File: config.mk
export PLATFORM = sky130hd
export DESIGN_NAME = vbi_anc_inserter
export DESIGN_NICKNAME = d
export VERILOG_FILES = /design/src/rtl/vbi_anc_inserter.sv
export SDC_FILE = /design/constraint.sdc
export NUM_CORES = 1
export LEC_CHECK = 0
export ABC_AREA = 1
export ABC_CLOCK_PERIOD_IN_PS = 2350
export BUFFER_PORTS_ARGS = -buffer_cell sky130_fd_sc_hd__buf_4
export CAP_MARGIN = 30
export CELL_PAD_IN_SITES_DETAIL_PLACEMENT = 0
export CELL_PAD_IN_SITES_GLOBAL_PLACEMENT = 1
export CORE_ASPECT_RATIO = 1.25
export CORE_MARGIN = 2
export CORE_UTILIZATION = 45
export DETAILED_ROUTE_END_ITERATION = 12
export GPL_TIMING_DRIVEN = 0
export PLACE_DENSITY = 0.81
export SYNTH_ARGS = -nofsm -noshare
export SYNTH_HDL_FRONTEND = slang
export SYNTH_SLANG_ARGS = --single-unit
File: constraint.sdc
create_clock -name clk -period 2.35 [get_ports clk]
set_input_delay 0.3525 -clock clk [delete_from_list [all_inputs] [get_ports clk]]
set_output_delay 0.3525 -clock clk [all_outputs]
set_load 0.05 [all_outputs]
File: src/rtl/vbi_anc_inserter.sv
module vbi_anc_inserter #(
  parameter int DW       = 10,
  parameter int LW       = 11,
  parameter int DEPTH    = 8,
  parameter int ANC_TYPE = 13
) (
  input  logic          clk,
  input  logic          rst_n,
  input  logic          in_valid,
  output logic          in_ready,
  input  logic          in_sop,
  input  logic          in_eop,
  input  logic [DW-1:0] in_data,
  input  logic [LW-1:0] tm_line,
  input  logic          tm_field,
  input  logic          tm_vblank,
  input  logic          tm_active,
  input  logic          tm_frame_start,
  input  logic          cfg_interlaced,
  input  logic [LW-1:0] cfg_start_line,
  input  logic [LW-1:0] cfg_start_line_f0,
  output logic          out_valid,
  output logic [DW-1:0] out_data,
  output logic          overflow
);
  localparam int LENW = $clog2(DEPTH + 1);
  localparam int POSW = $clog2(DEPTH + 4);
  localparam int IW   = (DEPTH > 1) ? $clog2(DEPTH) : 1;

  logic [DW-1:0]   mem [DEPTH];
  logic [LENW-1:0] len_q;
  logic [POSW-1:0] pos_q;
  logic [LW-1:0]   start_q, start_f0_q;
  logic            full_q, cap_q, armed_q, vb_q;

  wire           acc    = in_valid & in_ready;
  wire           is_anc = in_data[3:0] == ANC_TYPE[3:0];
  wire [LW-1:0]  sel    = (cfg_interlaced && !tm_field) ? start_f0_q : start_q;
  wire           hit    = tm_vblank && (tm_line == sel);
  wire           emit   = full_q && tm_vblank && (armed_q || hit) && tm_active;
  wire           vb_end = vb_q && !tm_vblank;
  wire           last   = pos_q == (POSW'(len_q) + POSW'(2));
  wire [IW-1:0]  rd_idx = IW'(pos_q - POSW'(3));
  wire [DW-1:0]  word   = (pos_q == '0) ? '0 : (pos_q < POSW'(3)) ? '1 : mem[rd_idx];

  assign in_ready = !full_q;

  always_ff @(posedge clk)
    if (acc && cap_q && !in_sop && len_q < LENW'(DEPTH))
      mem[len_q[IW-1:0]] <= in_data;

  always_ff @(posedge clk) begin
    if (!rst_n) begin
      full_q     <= 1'b0;
      cap_q      <= 1'b0;
      len_q      <= '0;
      pos_q      <= '0;
      armed_q    <= 1'b0;
      vb_q       <= 1'b0;
      overflow   <= 1'b0;
      start_q    <= '0;
      start_f0_q <= '0;
      out_valid  <= 1'b0;
      out_data   <= '0;
    end else begin
      vb_q      <= tm_vblank;
      armed_q   <= tm_vblank && (armed_q || hit);
      out_valid <= emit;
      if (emit) out_data <= word;
      if (tm_frame_start) begin
        start_q    <= cfg_start_line;
        start_f0_q <= cfg_start_line_f0;
      end
      if (vb_end && full_q) begin
        full_q   <= 1'b0;
        pos_q    <= '0;
        overflow <= 1'b1;
      end else if (emit) begin
        pos_q <= last ? '0 : pos_q + POSW'(1);
        if (last) full_q <= 1'b0;
      end
      if (acc) begin
        if (in_sop) begin
          len_q <= '0;
          cap_q <= is_anc && !in_eop;
          if (is_anc && in_eop) full_q <= 1'b1;
        end else if (cap_q) begin
          if (len_q < LENW'(DEPTH)) len_q <= len_q + LENW'(1);
          if (in_eop) begin
            full_q <= 1'b1;
            cap_q  <= 1'b0;
          end
        end
      end
    end
  end
endmodule

Word-level counts from Yosys, hierarchy flattened. Memories as Yosys holds them, arrays and structs flattened. Cells that the tools add are included.

Output and inout bits: 13. Bits in registers: 46. Memory bits (writable): 80. Memories kept: 1. Word-level logic and storage cells: 67. Bits of input ports: 53.

Multiplexer cells: 20. Equal/unequal tests: 3. Reductions and logical operators: 24. Add/subtract/negate cells: 4. Order comparisons: 2. Bitwise logic cells: 2.

Memory list: mem (words 8, width 10, read ports 1, clocked after memory_dff 0, wr ports 1, line 30) `logic [DW-1:0] mem [DEPTH];`.

Operators with widths (count): $mux W10 (2); $mux W4 (4); $logic_and A1 B1 Y1 (13); $mux W1 (13); $eq A11 B11 Y1 (1); $mux W11 (1); $add A4 B1 Y4 const B (2); $logic_not A1 Y1 (5); $add A4 B2 Y4 const B (1); $eq A4 B4 Y1 (1); $eq A4 B4 Y1 const B (1); $logic_not A4 Y1 (1); $lt A4 B2 Y1 const B (1); $lt A4 B4 Y1 const B (1); $reduce_bool A2 Y1 (2); $reduce_and A3 Y1 (1); $sub A3 B2 Y3 const B (1); $reduce_or A2 Y1 (1); $and A1 B1 Y1 (1); $logic_or A1 B1 Y1 (1); $not A1 Y1 (1).

Longest topological paths before layout. Gate-level depths: netlist (run 1).

Depth after elaboration: 14. Mapped depth: 16. Mapped depth without buffers: 15.

Least setup slack after synthesis (run 1). OpenSTA, ideal clock, no wires.

Path kind: reg2reg. From: register pos_q[0]. To: register out_data[0]. Data arrival time: 2.044 ns. Path slack: 0.246 ns. Setup time: 0.060 ns. Period minus slack after synthesis: 2.104 ns. Stages on the path, launching flop included: 13. Required time: 2.290 ns. Buffers on the path: 3. Cell sequence: dfxtp_1 clkbuf_1 inv_1 clkbuf_1 ha_1 inv_1 clkbuf_1 o21ai_0 o221ai_1 nand2_1 a31oi_1 nand2_1 nand2_1.

Word-level cells in the longest chain between the ends: 4. Elaborated cells between the ends (all ways): 6. Those cells by class: add/sub (1); order compare (1); mux (2); reduce/logical (1); memory (1).

RTL lines: from (decl) (line 32) `logic [POSW-1:0] pos_q;`; from (signal assigned) (line 79) `pos_q <= last ? '0 : pos_q + POSW'(1);`; $sub A3 B2 Y3 (line 43) `wire [IW-1:0] rd_idx = IW'(pos_q - POSW'(3));`; $mem_v2 Z8 W10; $mux W10 (line 44) `wire [DW-1:0] word = (pos_q == '0) ? '0 : (pos_q < POSW'(3)) ? '1 : mem[rd_idx];`; $mux W10 * (line 44); to (signal assigned) (line 69) `if (emit) out_data <= word;`; to (decl) (line 23) `output logic [DW-1:0] out_data,`.

Every way passes the cells marked *; elsewhere a longest branch is shown, timed or not. A chain may end at the register's enable or synchronous reset.

Worst setup path in the final report (run 1).
From: register pos_q[0]. To: register out_data[6].

Same word-level chain as after synthesis.

==> impl_metrics.tcl, run 1 <==
set metrics [dict create \
    irDropWorstVdd_mv 0.601 \
    finalSetupViolations 0 \
    clkTransAtPathRegs_ns 0.05 \
    worstSetupPathType "reg2reg" \
    setup-tns-final_ns 0 \
    yosys.area.top_type "edfxtp_1" \
    pin_count 66 \
    insertion_delay_ns 0.41 \
    cts.sinks 126 \
    start_util 0.465 \
    yosys.area.top_type_share 0.443 \
    status "finished clean" \
    p_leak_uw 0.00272 \
    portBuffers 65 \
    ant_nets 0 \
    cts_setup_buffers 0 \
    grt_max_degree 17 \
    hold_violations 0 \
    synthCells 565 \
    die_area_sq_um 12900 \
    max_freq_ghz 0.452 \
    worst_pin_slew_ns 0.669 \
    num_antenna_cells 0 \
    pre_cts_ws_ns -0.866 \
    postCtsHoldBufs 0 \
    grt_pass1_wl_um 21000 \
    synthesis.nets 625 \
    drt_pass1_iterations 4 \
    ys_seq_area_frac 0.613 \
    top_layer "met4" \
    gr-usage-all-layers 0.219 \
    dr_wl_met2_um 7000 \
    cts_tree "built" \
    row_count 44 \
    place.gp.congestion 0.803 \
    wl_per_cell_um 16.2 \
    mappedNetlistArea_sq_um 5420 \
    die_w_um 102 \
    fin_skew_ns 0.00483 \
    ys_types 33 \
    wirelength_um 13500 \
    dr_wl_met3_um 785 \
    synth_area_leaders "edfxtp_1, dfxtp_1, nor2_1" \
    wl_met1_um 5110 \
    routed_via_density 5.21 \
    drv_cap 0 \
    post-route-period-util 0.941 \
    grt_overflow 0 \
    drc 0 \
    start_kind "flip-flop" \
    initialDrtViolationCount 228 \
    p_per_area_nw_per_um2 762 \
    final_nets 717 \
    cp.required_ns 2.70 \
    numCtsBuffers 17 \
    first_global_vias 4253 \
    vias 4328 \
    dp_hpwl_um 9700 \
    cts_buffer_depth 2 \
    arrival_ns 2.56 \
    slew_headroom 0.552 \
    cts_max_level 4 \
    synth.avg_cell_area_sq_um 9.60 \
    drive_above_1_share 0.193 \
    slew_viol_final 0 \
    fin_area_sq_um 6860 \
    yosysWarningCount 0 \
    setup_ws_ns 0.139 \
    rsz0062_at_grt "false" \
    core-area_sq_um 11700 \
    area_delta_synth_final_pct 26.5 \
    dpl_cell_area_sq_um 6180 \
    antenna_found_initial 0 \
    r2r_slack_ns 0.14 \
    hold_class "in2reg" \
    cp-end-kind "flip-flop" \
    crit_path_max_fanout 10 \
    fin_crit_ns 2.21 \
    root_buffer "clkbuf_16" \
    die_h_um 127 \
    ys_ff_latch 126 \
]
-- cell families after synthesis --
| group | count (synthesis) | synth area share |
|---|---|---|
| AOI/OAI and AO/OA | 111 | 0.116 |
| DFF | 126 | 0.613 |
| adders and majority gates | 7 | 0.0162 |
| buffers and inverters | 66 | 0.0505 |
| xor gates and xnor gates | 7 | 0.0113 |
| and+or+nand+nor | 248 | 0.193 |
-- stage by stage --
stage	hold WS (ns)	utilization	power, uW	instances
after floorplan	0.433	-	2570	565
after global placement	0.447	0.524	2700	791
after detailed placement	0.458	0.530	2700	799
after CTS	0.155	0.584	5250	831
after global routing	0.157	0.587	5390	831
final	0.164	0.587	5230	831
-- state kept, by name, summed over array words and instances, names as in the netlist --
register and flops:
out_data 10, overflow 1, len_q 4, start_q 11
cap_q 1, armed_q 1, mem 80, start_f0_q 11
full_q 1, vb_q 1, out_valid 1, pos_q 4
-- power breakdown --
group,total [uW],leakage [uW],switching (uW),internal [uW]
registers,2400,0.00110,14.9,2390
logic,254,0.00134,144,110
clock network,2570,0.000280,925,1640
-- worst paths after layout --
check,startpoint,endpoint,depth (start not counted)
max reg2reg,pos_q[0],out_data[6],11
min,cfg_start_line_f0[8],start_f0_q[8],3
min reg2reg,start_q[4],start_q[4],2
max,pos_q[0],out_data[6],11
-- metal layers --
metal,vias to the layer above,GRT usage
li1,2119,-
met1,2036,0.232
met2,139,0.388
met3,34,0.0595
met4,0,0.116
met5,-,0
-- cell type report --
type                            instances  area (sq um)
Tap cell                              161           201
Clock inverter                         14           149
Clock buffer                           18           429
Multi-Input combinational cell        373          1880
Fill cell                            1026          4810
Inverter                               39           146
Buffer                                 27           171
Timing Repair Buffer                   73           559
Sequential cell                       126          3320
-- cells in the final DEF, fill, tap and decap left out, types with 4 or more instances in the layout --
| cell | instances |
|---|---|
| edfxtp_1 | 80 |
| clkbuf_16 | 17 |
| nand3_1 | 36 |
| clkinv_2 | 4 |
| nand2_1 | 90 |
| buf_4 | 72 |
| nor2_1 | 104 |
| nand3b_1 | 6 |
| clkinv_1 | 4 |
| clkbuf_1 | 15 |
| buf_6 | 6 |
| xor2_1 | 4 |
| a21oi_1 | 21 |
| ha_1 | 6 |
| o21ai_0 | 64 |
| inv_1 | 36 |
| dfxtp_1 | 46 |
| o221ai_1 | 14 |
-- synth_stat cells, drive strengths merged --
| cell type | number |
|---|---|
| a21oi | 22 |
| dfxtp | 46 |
| a41oi | 1 |
| ha | 7 |
| clkbuf | 19 |
| inv | 39 |
| nor4 | 1 |
| nor2 | 107 |
| nand3 | 37 |
| edfxtp | 80 |
| xor2 | 4 |
| nor3 | 2 |
| a32o | 1 |
| nand3b | 6 |
| and3 | 1 |
| o21ai | 66 |
| o22ai | 1 |
| a31oi | 4 |
| xnor2 | 3 |
| o211ai | 1 |
| o221ai | 14 |
| nand2 | 94 |
| a21boi | 1 |
| buf | 8 |
-- timing repair --
action / in CTS / in global routing
pin swaps: 1 / 3
endpoints found under the setup margin: 10 / 10
gates resized for setup: 16 / 10
-- critical path, cell delays in order (launching register included) --
cell and delay [ns]:
dfxtp_1 0.34, clkbuf_8 0.17, inv_1 0.11, clkbuf_8 0.20, ha_4 0.29, clkbuf_4 0.21
o21ai_0 0.11, o22ai_1 0.21, o21ai_0 0.12, a21oi_2 0.22, nand2_1 0.10, nand2_1 0.06
Power figures use the tool's default switching activity.
==> run 2: changes to the inputs <==
--- a/config.mk
+++ b/config.mk
@@ -9,14 +9,12 @@
 export ABC_CLOCK_PERIOD_IN_PS = 2350
 export BUFFER_PORTS_ARGS = -buffer_cell sky130_fd_sc_hd__buf_4
 export CAP_MARGIN = 30
-export CELL_PAD_IN_SITES_DETAIL_PLACEMENT = 0
-export CELL_PAD_IN_SITES_GLOBAL_PLACEMENT = 1
 export CORE_ASPECT_RATIO = 1.25
 export CORE_MARGIN = 2
-export CORE_UTILIZATION = 45
+export CORE_UTILIZATION = 47
 export DETAILED_ROUTE_END_ITERATION = 12
 export GPL_TIMING_DRIVEN = 0
-export PLACE_DENSITY = 0.81
+export PLACE_DENSITY = 0.68
 export SYNTH_ARGS = -nofsm -noshare
 export SYNTH_HDL_FRONTEND = slang
 export SYNTH_SLANG_ARGS = --single-unit
==> impl_metrics.tcl, run 2 (synthesis gave the netlist of run 1 again) <==
set metrics [dict create \
    status "finished clean" \
    start_kind "flip-flop" \
    finalSetupViolations 0 \
    cts_max_level 4 \
    area_delta_synth_final_pct 24.8 \
    largest_reg_flops 80 \
    drc 0 \
    drv_cap 0 \
    post-route-period-util 0.949 \
    routed_via_density 5.50 \
    ant_nets 0 \
    gr-usage-all-layers 0.227 \
    ff2ff_path_depth 11 \
    initialDrtViolationCount 267 \
    hold_violations 0 \
    crit_path_max_fanout 10 \
    max_freq_ghz 0.449 \
    hold_ws_ns 0.162 \
    worst_pin_slew_ns 0.809 \
    final_common_cell "nor2_1" \
    row_count 43 \
    die_w_um 100 \
    dpl_cell_area_sq_um 6160 \
    ff_latch_area_sq_um 3320 \
    core-area_sq_um 11200 \
    pin_count 66 \
    slowest_stage "dfxtp_1" \
    num_antenna_cells 0 \
    fin_area_sq_um 6770 \
    grt_pass1_wl_um 21100 \
    whs_path_depth 3 \
    cts.sinks 126 \
    antenna_found_initial 0 \
    drt_pass1_iterations 5 \
    clkTransAtPathRegs_ns 0.06 \
    die_area_sq_um 12400 \
    root_buffer "clkbuf_16" \
    cts_buffer_depth 2 \
    dp_hpwl_um 9400 \
    insertion_delay_ns 0.41 \
    setup_ws_ns 0.121 \
    drive_above_1_share 0.190 \
    cp.required_ns 2.70 \
    setup-tns-final_ns 0 \
    numCtsBuffers 17 \
    postCtsHoldBufs 0 \
    wirelength_um 13400 \
    first_global_vias 4317 \
    fin_skew_ns 0.00826 \
    p_per_area_nw_per_um2 746 \
    portBuffers 65 \
    final_cell_mix "nor2_1, nand2_1, edfxtp_1" \
    final_nets 717 \
    place.gp.congestion 0.830 \
    hold_class "in2reg" \
    p_leak_uw 0.00270 \
    grt_max_degree 17 \
    fin_crit_ns 2.23 \
    fill_cells 952 \
    pre_cts_ws_ns -0.572 \
    cp-end-kind "flip-flop" \
    vias 4424 \
    multi_input_area_sq_um 1850 \
    arrival_ns 2.58 \
    final_core_util 0.605 \
    path_cells "clkbuf_4 > inv_1 > buf_4 > ha_4 > clkbuf_4 > o21ai_0 > o221ai_1 > nand2_1 > a31oi_1 > nand2_1 > nand2_1" \
    irDropWorstVdd_mv 0.563 \
    start_util 0.484 \
    grt_overflow 0 \
    slew_viol_final 0 \
    worstSetupPathType "reg2reg" \
    cts_tree "built" \
    wl_per_cell_um 16.7 \
    slew_headroom 0.459 \
    cp_common_cell "nand2_1" \
    die_h_um 124 \
    cpPeakStageDelay_ns 0.33 \
    rsz0062_at_grt "false" \
]
run 2: cell types whose count changed in the layout (fill, tap and decap cells not counted), moves of 2 or more:
| cell | change |
|---|---|
| clkbuf_8 | -2 |
| buf_6 | +2 |
| a31oi_1 | +3 |
| clkinv_4 | +5 |
| bufinv_16 | -2 |
| clkinv_1 | -3 |
| a31oi_2 | -3 |
run 2: power by group:
group | internal [uW] | total (uW) | switching, uW
Sequential | 2390 | 2400 | 16.2
Combinational | 111 | 254 | 143
Clock | 1450 | 2390 | 940
run 2: through the flow:
| step | power, uW | instances |
|---|---|---|
| after floorplan | 2570 | 565 |
| after global placement | 2690 | 765 |
| after detailed placement | 2700 | 773 |
| after CTS | 5080 | 805 |
| after global routing | 5210 | 805 |
| final | 5050 | 805 |
run 2: worst max-delay path: cells and delay by family (launching register included):
kind	cells	cell delay [ns]
buffers and inverters	4	0.70
AO/OA/AOI/OAI	3	0.59
AND/OR/NAND/NOR	3	0.25
adder cells (fa/ha/maj)	1	0.29
flip-flops	1	0.33
run 2: metal layers:
metal  track usage  vias to the layer above  part of all wire
met4         0.130                        0             0.046
met2         0.391                      184              0.51
met1         0.252                     2073              0.38
met5             0                        -                 0
li1              -                     2124                 -
met3        0.0634                       43             0.062
run 2: repair_timing:
item                                    in CTS  in global routing
setup buffers                                0                  0
pin swaps                                    2                  2
endpoints found under the setup margin      10                 10
gates resized for setup                     11                  9
run 2: layout make-up:
class,count,share of cell area
Clock inverter,14,0.0179
Buffer,27,0.0235
Timing Repair Buffer,73,0.0838
Sequential cell,126,0.491
Clock buffer,18,0.0634
Multi-Input combinational cell,373,0.274
Inverter,39,0.0216
Tap cell,135,0.0250
run 2: path summary, 6_finish.rpt:
kind                         from  slack, ns       endpoint
min reg2reg         start_f0_q[4]       0.46  start_f0_q[4]
max                      pos_q[0]       0.12    out_data[8]
min          cfg_start_line_f0[0]       0.16  start_f0_q[0]
max reg2reg              pos_q[0]       0.12    out_data[8]
==> run 3: changes to the inputs <==
--- a/config.mk
+++ b/config.mk
@@ -10,8 +10,8 @@
 export BUFFER_PORTS_ARGS = -buffer_cell sky130_fd_sc_hd__buf_4
 export CAP_MARGIN = 30
 export CORE_ASPECT_RATIO = 1.25
-export CORE_MARGIN = 2
 export CORE_UTILIZATION = 47
+export CTS_BUF_LIST = sky130_fd_sc_hd__clkbuf_8
 export DETAILED_ROUTE_END_ITERATION = 12
 export GPL_TIMING_DRIVEN = 0
 export PLACE_DENSITY = 0.68
==> impl_metrics.tcl, run 3 (synthesis gave the netlist of run 1 again) <==
set metrics [dict create \
    final_common_cell "nor2_1" \
    cpPeakStageDelay_ns 0.35 \
    die_area_sq_um 12000 \
    power_uw 4530 \
    fin_area_sq_um 6650 \
    initialDrtViolationCount 289 \
    start_kind "flip-flop" \
    fin_skew_ns 0.00953 \
    fin_crit_ns 2.17 \
    drv_cap 0 \
    rsz0062_at_grt "false" \
    drive_above_1_share 0.194 \
    r2r-start "pos_q[0]" \
    worst_pin_slew_ns 0.629 \
    cts_setup_buffers 0 \
    slew_headroom 0.579 \
    core-area_sq_um 11200 \
    cp.required_ns 2.72 \
    dp_hpwl_um 9210 \
    path_cells "buf_6 > inv_1 > clkbuf_8 > ha_4 > inv_2 > clkbuf_8 > o21ai_0 > o221ai_1 > nand3_1 > nand3_1 > nand2_1 > nor2_1" \
    antenna_found_initial 0 \
    drc 1 \
    die_w_um 98.1 \
    gr-usage-all-layers 0.233 \
    numCtsBuffers 17 \
    pin_count 66 \
    vias 4288 \
    cts_buffer_depth 2 \
    start_util 0.484 \
    p_leak_uw 0.00264 \
    status "finished with violations" \
    hold_violations 0 \
    portBuffers 65 \
    cts_max_level 4 \
    p_per_area_nw_per_um2 682 \
    wirelength_um 13100 \
    grt_pass1_wl_um 20700 \
    holdCritStartpoint "cfg_start_line[1]" \
    cts_tree "built" \
    die_h_um 122 \
    arrival_ns 2.54 \
    ant_nets 0 \
    setup_ws_ns 0.184 \
    first_global_vias 4253 \
    max_freq_ghz 0.462 \
    cp-end-kind "flip-flop" \
    slew_viol_final 0 \
    largest_reg_flops 80 \
    place.gp.congestion 0.816 \
    insertion_delay_ns 0.44 \
    final_nets 717 \
    final_cells 805 \
    num_antenna_cells 0 \
    grt_max_degree 17 \
    crit_path_max_fanout 10 \
    dpl_cell_area_sq_um 6160 \
    post-route-period-util 0.922 \
    violations "design-rule violations" \
    row_count 43 \
    area_delta_synth_final_pct 22.7 \
    worstSetupPathType "reg2reg" \
    irDropWorstVdd_mv 0.372 \
    final_cell_mix "nor2_1, nand2_1, edfxtp_1" \
    drt_pass1_iterations 8 \
    placed_cells 773 \
    fill_cells 956 \
    finalSetupViolations 0 \
    postCtsHoldBufs 0 \
    root_buffer "clkbuf_8" \
    grt_overflow 0 \
    slowest_stage "dfxtp_1" \
    setup-tns-final_ns 0 \
    wl_per_cell_um 16.2 \
    crit_start "pos_q[0]" \
    hold_class "in2reg" \
    routed_via_density 5.33 \
    cts.sinks 126 \
    pre_cts_ws_ns -0.663 \
    clkTransAtPathRegs_ns 0.07 \
]
-- run 3: cell count changes in the layout (fill, tap and decap cells not counted), moves of 2 or more --
cell        change
a31oi_2         +4
bufinv_16       +2
clkinv_2        -2
a31oi_1         -3
clkinvlp_4      +2
inv_1           +3
clkinv_4        -4
clkbuf_16      -17
clkbuf_8       +20
clkbuf_4        -2
-- run 3: repair_timing --
| item | 4_1_cts | 5_1_grt |
|---|---|---|
| gates resized for setup | 13 | 13 |
| setup endpoints to repair | 10 | 10 |
| gates cloned | 0 | 0 |
| hold endpoints to repair | 0 | 0 |
| pin swaps | 2 | 4 |
-- run 3: where the power goes --
part / total [uW] / internal [uW] / switching [uW]
Sequential: 2400 / 2380 / 15.6
Clock: 1880 / 1060 / 825
Combinational: 252 / 111 / 141
Total: 4530 / 3550 / 981
-- run 3: critical path, delay by kind of cell (launching register included) --
kind / cells / cell delay, ns
AO/OA/AOI/OAI: 2 / 0.34
buffers and inverters: 5 / 0.70
flip-flops: 1 / 0.35
adder cells (fa/ha/maj): 1 / 0.25
AND/OR/NAND/NOR: 4 / 0.47
-- run 3: area by class of cell --
| class | instances | area [sq um] | area share |
|---|---|---|---|
| sequential | 126 | 3320 | 0.500 |
| multi-input combinational | 373 | 1870 | 0.281 |
| timing repair buffer | 73 | 571 | 0.0858 |
| clock buffer | 18 | 248 | 0.0373 |
| buffer | 27 | 171 | 0.0258 |
| tap | 135 | 169 | 0.0254 |
| clock inverter | 14 | 154 | 0.0231 |
| inverter | 39 | 146 | 0.0220 |
-- run 3: worst paths after layout --
path,endpoint,slack [ns],cells after the start
max,out_data[3],0.18,12
min,start_q[1],0.13,3
max reg2reg,out_data[3],0.18,12
min reg2reg,start_q[4],0.47,2
-- run 3: stage by stage --
step                      hold WS (ns)  utilization
final                            0.131        0.594
after global routing             0.120        0.594
after detailed placement         0.460        0.551
after CTS                        0.115        0.590
after floorplan                  0.433            -
after global placement           0.445        0.543
-- run 3: routing by layer --
layer | vias to the layer above | global-route usage | part of all wire
met5 | - | 0 | 0
met4 | 0 | 0.119 | 0.031
met3 | 26 | 0.0608 | 0.048
met2 | 139 | 0.418 | 0.53
met1 | 2014 | 0.254 | 0.39
li1 | 2109 | - | -
